[src/rtl/ftx_pkg.sv]
package ftx_pkg;

  typedef enum logic [2:0] {
    ST_IDLE, ST_CMD, ST_WFL, ST_RFL_D, ST_RFL_S, ST_POLL, ST_GAP, ST_SEND
  } ftx_state_e;

  // register selects on the coprocessor bus
  localparam logic [1:0] OFS_WR   = 2'd0;
  localparam logic [1:0] OFS_RD   = 2'd1;
  localparam logic [1:0] OFS_STAT = 2'd2;
  localparam logic [1:0] OFS_CTRL = 2'd3;

  localparam logic [7:0] CTRL_WAKE = 8'h41;
  localparam logic [7:0] PROTO_VER = 8'h01;
  localparam logic [7:0] KIND_DATA = 8'h04;
  localparam logic [7:0] CHAN_CMD  = 8'h0B;
  localparam logic [7:0] DRAIN_MARK = 8'hFF;

  localparam int HDR_BYTES    = 10;
  localparam int OUTER_BIAS   = 6;
  localparam int STAT_XFE_BIT = 0;
  localparam int STAT_RDA_BIT = 7;

  // byte idx of the ten-byte preamble for a payload of len bytes
  function automatic logic [7:0] hdr_byte(input logic [3:0] idx, input logic [31:0] len);
    logic [31:0] outer;
    outer = len + 32'(OUTER_BIAS);
    case (idx)
      4'd0:    hdr_byte = PROTO_VER;
      4'd1:    hdr_byte = KIND_DATA;
      4'd2:    hdr_byte = outer[15:8];
      4'd3:    hdr_byte = outer[7:0];
      4'd4:    hdr_byte = PROTO_VER;
      4'd5:    hdr_byte = CHAN_CMD;
      4'd6:    hdr_byte = len[31:24];
      4'd7:    hdr_byte = len[23:16];
      4'd8:    hdr_byte = len[15:8];
      default: hdr_byte = len[7:0];
    endcase
  endfunction

endpackage

[src/rtl/ftx_byte_sel.sv]
module ftx_byte_sel
  import ftx_pkg::*;
#(
  parameter int LEN_W = 32
) (
  input  logic [3:0]       idx,
  input  logic [LEN_W-1:0] len,
  input  logic [7:0]       pay_byte,
  output logic [7:0]       byte_o
);
  logic in_hdr;
  assign in_hdr = idx < 4'(HDR_BYTES);
  assign byte_o = in_hdr ? hdr_byte(idx, 32'(len)) : pay_byte;
endmodule

[src/rtl/ftx_gap_timer.sv]
module ftx_gap_timer #(
  parameter int GAP_W = 16
) (
  input  logic             clk,
  input  logic             rst_n,
  input  logic             load,
  input  logic [GAP_W-1:0] gap,
  output logic             expired
);
  logic [GAP_W-1:0] left;

  always_ff @(posedge clk or negedge rst_n) begin
    if (!rst_n)            left <= '0;
    else if (load)         left <= gap;
    else if (left != '0)   left <= left - 1'b1;
  end

  assign expired = (left == '0);
endmodule

[src/rtl/ftx_cmd_sender.sv]
module ftx_cmd_sender
  import ftx_pkg::*;
#(
  parameter int LEN_W       = 32,
  parameter int GAP_W       = 16,
  parameter int WFLUSH_MAX  = 4096,
  parameter int FF_EXIT     = 6,
  parameter int RFLUSH_MAX  = 5000,
  parameter int POLL_MAX    = 5000
) (
  input  logic             clk,
  input  logic             rst_n,
  input  logic             start,
  input  logic [LEN_W-1:0] payload_len,
  input  logic [GAP_W-1:0] poll_gap,
  input  logic             in_valid,
  input  logic [7:0]       in_data,
  output logic             in_ready,
  output logic             bus_rd,
  output logic             bus_wr,
  output logic [1:0]       bus_addr,
  output logic [7:0]       bus_wdata,
  input  logic [7:0]       bus_rdata,
  output logic             busy,
  output logic             done,
  output logic             err
);
  localparam int CNT_TOP = (WFLUSH_MAX > RFLUSH_MAX)
                         ? ((WFLUSH_MAX > POLL_MAX) ? WFLUSH_MAX : POLL_MAX)
                         : ((RFLUSH_MAX > POLL_MAX) ? RFLUSH_MAX : POLL_MAX);
  localparam int CNT_W = $clog2(CNT_TOP + 1);
  localparam int FF_W  = $clog2(FF_EXIT + 1);

  ftx_state_e       st;
  logic [LEN_W-1:0] len_q, pay_left;
  logic [3:0]       idx;
  logic [CNT_W-1:0] cnt;
  logic [FF_W-1:0]  ff_seen;
  logic [7:0]       frame_byte;

  // named internal events
  logic start_ok, hdr_phase, is_ff, wfl_exit;
  logic rfl_clear, rfl_timeout, poll_hit, poll_miss, poll_timeout;
  logic gap_load, gap_done, byte_fire, last_byte;

  assign start_ok     = (st == ST_IDLE) && start;
  assign hdr_phase    = idx < 4'(HDR_BYTES);
  assign is_ff        = (bus_rdata == DRAIN_MARK);
  assign wfl_exit     = (is_ff && ff_seen == FF_W'(FF_EXIT - 1)) ||
                        (cnt == CNT_W'(WFLUSH_MAX - 1));
  assign rfl_clear    = (st == ST_RFL_S) && !bus_rdata[STAT_RDA_BIT];
  assign rfl_timeout  = (st == ST_RFL_S) && bus_rdata[STAT_RDA_BIT] &&
                        (cnt == CNT_W'(RFLUSH_MAX - 1));
  assign poll_hit     = (st == ST_POLL) && bus_rdata[STAT_XFE_BIT];
  assign poll_miss    = (st == ST_POLL) && !bus_rdata[STAT_XFE_BIT];
  assign poll_timeout = poll_miss && (cnt == CNT_W'(POLL_MAX - 1));
  assign gap_load     = poll_miss && !poll_timeout;
  assign last_byte    = hdr_phase ? (idx == 4'(HDR_BYTES - 1) && len_q == '0)
                                  : (pay_left == LEN_W'(1));

  ftx_byte_sel #(.LEN_W(LEN_W)) u_sel (
    .idx(idx), .len(len_q), .pay_byte(in_data), .byte_o(frame_byte)
  );

  ftx_gap_timer #(.GAP_W(GAP_W)) u_gap (
    .clk(clk), .rst_n(rst_n), .load(gap_load), .gap(poll_gap), .expired(gap_done)
  );

  // bus drive
  always_comb begin
    bus_rd    = 1'b0;
    bus_wr    = 1'b0;
    bus_addr  = OFS_WR;
    bus_wdata = frame_byte;
    in_ready  = 1'b0;
    case (st)
      ST_CMD:   begin bus_wr = 1'b1; bus_addr = OFS_CTRL; bus_wdata = CTRL_WAKE; end
      ST_WFL:   begin bus_rd = 1'b1; bus_addr = OFS_WR;   end
      ST_RFL_D: begin bus_rd = 1'b1; bus_addr = OFS_RD;   end
      ST_RFL_S: begin bus_rd = 1'b1; bus_addr = OFS_STAT; end
      ST_POLL:  begin bus_rd = 1'b1; bus_addr = OFS_STAT; end
      ST_SEND: begin
        in_ready = !hdr_phase;
        bus_wr   = hdr_phase || in_valid;
      end
      default: ;
    endcase
  end

  assign byte_fire = (st == ST_SEND) && bus_wr;
  assign busy      = (st != ST_IDLE);

  always_ff @(posedge clk or negedge rst_n) begin
    if (!rst_n) begin
      st       <= ST_IDLE;
      len_q    <= '0;
      pay_left <= '0;
      idx      <= '0;
      cnt      <= '0;
      ff_seen  <= '0;
      err      <= 1'b0;
      done     <= 1'b0;
    end else begin
      done <= byte_fire && last_byte;
      case (st)
        ST_IDLE: if (start_ok) begin
          len_q    <= payload_len;
          pay_left <= payload_len;
          idx      <= '0;
          err      <= 1'b0;
          st       <= ST_CMD;
        end
        ST_CMD: begin
          cnt     <= '0;
          ff_seen <= '0;
          st      <= ST_WFL;
        end
        ST_WFL: begin
          if (wfl_exit) begin
            cnt <= '0;
            st  <= ST_RFL_D;
          end else begin
            cnt <= cnt + 1'b1;
            if (is_ff) ff_seen <= ff_seen + 1'b1;
          end
        end
        ST_RFL_D: st <= ST_RFL_S;
        ST_RFL_S: begin
          if (rfl_clear) begin
            cnt <= '0;
            st  <= ST_POLL;
          end else if (rfl_timeout) begin
            err <= 1'b1;
            st  <= ST_IDLE;
          end else begin
            cnt <= cnt + 1'b1;
            st  <= ST_RFL_D;
          end
        end
        ST_POLL: begin
          if (poll_hit) begin
            st <= ST_SEND;
          end else if (poll_timeout) begin
            err <= 1'b1;
            st  <= ST_IDLE;
          end else begin
            cnt <= cnt + 1'b1;
            st  <= ST_GAP;
          end
        end
        ST_GAP: if (gap_done) st <= ST_POLL;
        ST_SEND: if (byte_fire) begin
          if (hdr_phase) idx <= idx + 1'b1;
          else           pay_left <= pay_left - 1'b1;
          cnt <= '0;
          st  <= last_byte ? ST_IDLE : ST_POLL;
        end
        default: st <= ST_IDLE;
      endcase
    end
  end
endmodule

[config.mk]
export PLATFORM = sky130hd
export DESIGN_NAME = ftx_cmd_sender
export DESIGN_NICKNAME = d
export VERILOG_FILES = /design/src/rtl/ftx_pkg.sv /design/src/rtl/ftx_byte_sel.sv /design/src/rtl/ftx_gap_timer.sv /design/src/rtl/ftx_cmd_sender.sv
export SDC_FILE = /design/constraint.sdc
export NUM_CORES = 1
export LEC_CHECK = 0
export BUFFER_PORTS_ARGS = -buffer_cell sky130_fd_sc_hd__buf_2
export CAP_MARGIN = 15
export CORE_AREA = 2 2 115 117
export DETAILED_ROUTE_END_ITERATION = 8
export DIE_AREA = 0 0 117 119
export PLACE_DENSITY = 0.74
export SLEW_MARGIN = 25
export SYNTH_ARGS = -nofsm -noshare
export SYNTH_HDL_FRONTEND = slang
export SYNTH_SLANG_ARGS = --single-unit
[constraint.sdc]
create_clock -name clk -period 2.5 [get_ports clk]
set_input_delay 0.125 -clock clk [delete_from_list [all_inputs] [get_ports clk]]
set_output_delay 0.125 -clock clk [all_outputs]
set_load 0.005 [all_outputs]
---- Word level (Yosys, flattened, before mapping) ----
Cells that the tools add are included.
cells by class
  eq/ne operators ......................... 35
  $add $sub $neg .......................... 6
  mux-type cells .......................... 44
  reductions and logical operators ........ 39
  magnitude comparators ................... 1
operator list
  kind                                                    count
  2-to-1 mux 32 bit                                       3
  2-to-1 mux 13 bit                                       6
  one-hot mux 13 bit (5 select lines)                     1
  one-hot mux 32 bit (2 select lines)                     1
  one-hot mux 8 bit (8 select lines)                      1
  equality test 32 x 1 -> 1 bit (second input constant)   1
  zero test 32 bit                                        1
  2-to-1 mux 16 bit                                       2
  subtractor 32 x 1 -> 32 bit (second input constant)     1
  2-to-1 mux 3 bit                                        10
  != test 2 bit (second input constant)                   13
  one-hot mux 3 bit (8 select lines)                      1
  adder 16 x 3 -> 16 bit (second input constant)          1
  equality test 4 x 3 -> 1 bit (second input constant)    4
  zero test 16 bit                                        1
  2-to-1 mux 8 bit                                        2
  nonzero test 16 bit                                     1
  subtractor 16 x 1 -> 16 bit (second input constant)     1
  equality test 3 bit (second input constant)             5
  adder 13 x 1 -> 13 bit (second input constant)          1
  equality test 13 x 12 -> 1 bit (second input constant)  1
  equality test 13 bit (second input constant)            1
  logical AND 1 bit                                       12
  2-to-1 mux 4 bit                                        3
  31 further kinds                                        51
storage, ports and cells
  register bits ........................... 105
  output and inout port bits .............. 16
  word-level logic and storage cells ...... 134
  input port bits ......................... 68

---- Longest topological paths before layout ----
  depth in word-level cells ............... 6
  depth in mapped cells ................... 9
  mapped depth without buffers ............ 8

---- Hierarchy ----
A second synthesis with hierarchy kept.
unflattened totals
  cell total of the unflattened synthesis .. 841
  area total of the unflattened synthesis .. 6,915.4 um^2
by module, submodules not included
  module          seq. area each (um^2)  cells an instance  instances  area each (um^2)
  ftx_cmd_sender  2,227.1                602                1          5,133.7
  ftx_gap_timer   400.4                  104                1          959.7
  ftx_byte_sel    0.0                    135                1          822.0

---- Worst setup path before layout ----
No wires, ideal clock.
  kind .................................... register -> register
  start point ............................. reg pay_left[7]
  end point ............................... reg pay_left[29]
  library setup time ...................... 69 ps
  data required time ...................... 2,431 ps
  path buffers ............................ 0
  period minus slack after synthesis ...... 2,364 ps
  setup slack ............................. 136 ps
  arrival time ............................ 2,295 ps
  cell stages (with the launch flop) ...... 7
  path through ............................ dfrtp_1 -> nor4_4 -> nand2_4 -> or4_4 -> or4_4 -> or3_1 -> nand3_1
on the way
  longest elaborated chain between the ends .. 4
ends and longest elaborated chain
  element                              line                   source
  start, declared                      ftx_cmd_sender.sv:35   logic [LEN_W-1:0] len_q, pay_left;
  start signal, assigned               ftx_cmd_sender.sv:108  pay_left <= payload_len;
  start signal, assigned               ftx_cmd_sender.sv:154  else pay_left <= pay_left - 1'b1;
  subtractor 32 x 1 -> 32 bit          ftx_cmd_sender.sv:154
  2-to-1 mux 32 bit                    ftx_cmd_sender.sv:153  if (hdr_phase) idx <= idx + 1'b1;
  2-to-1 mux 32 bit                    ftx_cmd_sender.sv:152  ST_SEND: if (byte_fire) begin
  one-hot mux 32 bit (2 select lines)  ftx_cmd_sender.sv:105  case (st)
Every way passes these cells. The select of a mux whose other input is x is not followed.
A chain may end at the register's enable or synchronous reset.

---- Final worst setup path ----
  start point ............................. reg u_gap.left[0]
  end point ............................... reg u_gap.left[10]
on the way
  longest elaborated chain between the ends .. 3
  elaborated cells between the ends (all ways) .. 5
  those cells by class .................... 1 x add/sub; 2 x mux; 2 x reduce/logical
ends and longest elaborated chain
  element                      line                 source
  start, declared              ftx_gap_timer.sv:10  logic [GAP_W-1:0] left;
  start signal, assigned       ftx_gap_timer.sv:14  else if (load) left <= gap;
  start signal, assigned       ftx_gap_timer.sv:15  else if (left != '0) left <= left - 1'b1;
  subtractor 16 x 1 -> 16 bit  ftx_gap_timer.sv:15
  2-to-1 mux 16 bit            ftx_gap_timer.sv:15
  2-to-1 mux 16 bit            ftx_gap_timer.sv:14
Several ways; a longest one is shown, not always the timed one. The select of a mux whose other input is x is not followed.

==> results.yml <==
clock_tree:
  clk_path_buf_depth: 2
  cts_tree: "done"
  clk_pin_slew_worst_paths_ns: 0.07
  cts_root_buf: "clkbuf_16"
  cts_buffers: 9
  clock_latency_ns: 0.35
  post_cts_buffers: 0
  cts_max_level: 3
  clock_sinks: 105
detailed_routing:
  vias_per_cell: 5.93
  dr.pass1.iters: 5
  vias: 6593
  routed_wl_um: 18400
  wire_per_inst_um: 16.5
  route.antenna.remaining_nets: 0
  drt_iter0_markers: 551
  drcViolationCount: 0
sta:
  finalSetupViolations: 0
  max_freq_mhz: 410
  finalWorstSetupSlack_ns: 0.0602
  drv_slew: 0
  finalHoldViolations: 0
  timing.hold.ws_ns: 0.0189
  period_share: 0.976
  relSlewSlack: 0.617
  worst_pin_slew_ns: 0.574
  timing.final.crit_period_ns: 2.44
  finClkSkew_ns: 0.00657
cells_and_area:
  num_antenna_cells: 0
  area_growth_pct: 21.5
  layout_common_cells: "nand2_1, dfrtp_1, buf_2"
  layout.nets: 1010
  layout_commonest_cell: "nand2_1"
  drive_gt1_frac: 0.192
synth:
  synth_edf_count: 0
  synthesis.area_um2: 6580
  yosysTopAreaCell: "dfrtp_1"
  synth_area_leaders: "dfrtp_1, nand2_1, o21ai_0, nor2_1, a21oi_1"
  syn-mean-instance-area_um2: 7.98
  syn_nets: 903
  synth-async-reset-ratio: 1.00
  yosysWarnings: 0
  synth-seq-area-share: 0.400
  yosys.cell_types.count: 68
  synth-main-ff-cell: "dfrtp_1"
  synth_cells: 824
  ys_seq_elements: 105
  yosys.area.top_type_share: 0.400
worst_setup_path:
  r2r_cells: 7
  critPathRequiredTime_ns: 2.73
  critPathCaptureType: "flip-flop"
  rr_endpoint: "u_gap.left[10]"
  path_class: "flip-flop to flip-flop"
  reg2reg_from: "u_gap.left[0]"
  path_max_fanout: 4
  critPathLaunchType: "flip-flop"
  arrival_ns: 2.67
  reg2reg_slack_ns: 0.06
power_and_ir_drop:
  p_seq_frac: 0.374
  p_int_w: 0.00501
  p_sw_frac: 0.431
  p_clk_frac: 0.154
  p_sw_w: 0.00379
  power_per_cell_area_nw_per_um2: 1100
  power.leakage_nw: 3.41
  irDropWorstVdd_v: 0.000459
  combPwrFrac: 0.472
floorplanning:
  die_x_um: 117
  start_util: 0.511
  dieArea_um2: 13900
  die_h_um: 119
  io_pins: 84
  num_rows: 42
  design.core.area_um2: 12900
status:
  status: "completed"
hold_path:
  hold_depth: 3
  holdCritPathClass: "input port to flip-flop"
  hold_end: "len_q[12]"
  min_from: "payload_len[12]"
grt:
  grt.overflow.total: 0
  grt_pass1_vias: 5889
  grt_start_max_net_pins: 71
  track_usage: 0.269
  grt_pass1_wl_um: 29800
  antenna_found_initial: 0
place:
  port_buffers: 83
  pre_cts_ws_ns: -0.00536
  dp_hpwl_um: 13000
  routabilityCongestion: 0.954
run:
  cap_violations: 0
## final cells by class
| type | instances | area (um2) |
|---|---|---|
| fillers | 1140 | 4890 |
| clock buffers | 14 | 264 |
| repair buffers | 144 | 963 |
| clock inverters | 2 | 12.5 |
| flip-flops and latches | 105 | 2640 |
| multi-input cells | 655 | 3830 |
| inverters | 16 | 60.1 |
| well taps | 176 | 220 |
## power by group through the flow
stage	clock network (W)	logic [W]	registers, W
after detailed placement	0	0.00397	0.00324
after floorplan	0	0.00278	0.00298
after CTS	0.00139	0.00402	0.00323
final	0.00135	0.00416	0.00329
after global routing	0.00145	0.00467	0.00340
after global placement	0	0.00391	0.00323
## cells by family after synthesis
group,Yosys count,share of synthesized area
buffers and inverters,64,0.0367
adder cells (fa/ha/maj),11,0.0209
XOR/XNOR,21,0.0280
flip-flops,105,0.400
AO/OA/AOI/OAI,228,0.223
AND/OR/NAND/NOR,390,0.284
multiplexers,5,0.00799
## synthesized netlist by cell type (5+ instances only)
library cell / number
clkbuf_1: 45
o31ai_1: 9
ha_1: 11
and3_1: 7
a21oi_1: 52
o211ai_1: 8
inv_1: 15
a211oi_1: 9
nor2b_1: 6
xnor2_1: 15
or4_1: 10
a221o_1: 5
a22o_1: 9
or3_1: 9
a21o_1: 7
nand3_1: 25
xor2_1: 6
nor3_1: 25
a31oi_1: 7
dfrtp_1: 105
nand4_1: 13
a22oi_1: 9
nand2b_1: 8
o22ai_1: 9
nand2_1: 165
nor2_1: 75
o21ai_0: 63
nor4_1: 17
## registers in the layout (all words and copies together) (netlist names)
signal      cells
u_gap.left     16
st              3
err             1
ff_seen         3
len_q          32
done            1
idx             4
cnt            13
pay_left       32
## critical path, stage by stage, from the launching register on
cell and delay [ns]:
dfrtp_1 0.39, inv_1 0.10, ha_1 0.20, or4b_4 0.49
or3_4 0.37, nor4b_1 0.48, xnor2_1 0.19, a21oi_1 0.09
## worst max path at each step
stage	from	endpoint	slack (ns)	cells after the start
after CTS	idx[1]	bus_wdata[7]	0.02	9
after global placement	pay_left[26]	st[0]	0.01	6
after floorplan	pay_left[7]	pay_left[29]	0.14	6
final	u_gap.left[0]	u_gap.left[10]	0.06	7
after detailed placement	pay_left[26]	st[0]	-0.005	6
after global routing	idx[1]	bus_wdata[7]	-0.04	9
## metal layers
metal,vias to the layer above,GRT usage,part of all wire
met1,3129,0.413,0.47
met5,-,0,0
met3,27,0.0417,0.059
li1,3211,-,-
met2,226,0.389,0.45
met4,0,0.0809,0.021
## through the flow
stage                util  instance area (um2)   TNS, ns  std cells  total power (W)
finish              0.621                 7990         0       1112          0.00880
global route        0.621                 7990    -0.126       1112          0.00952
CTS                 0.611                 7870         0       1111          0.00864
detailed placement  0.576                 7410  -0.00536       1080          0.00721
global placement    0.576                 7410         0       1080          0.00714
floorplan               -                 6580         0        824          0.00576
## timing repair
action                                 CTS  global route
hold buffers                            15             0
setup endpoints to repair                4            23
gates resized for setup                  8            22
pin swaps                                0             1
endpoints found under the hold margin   83             0
Note: power is estimated with default switching activity, not from simulation.
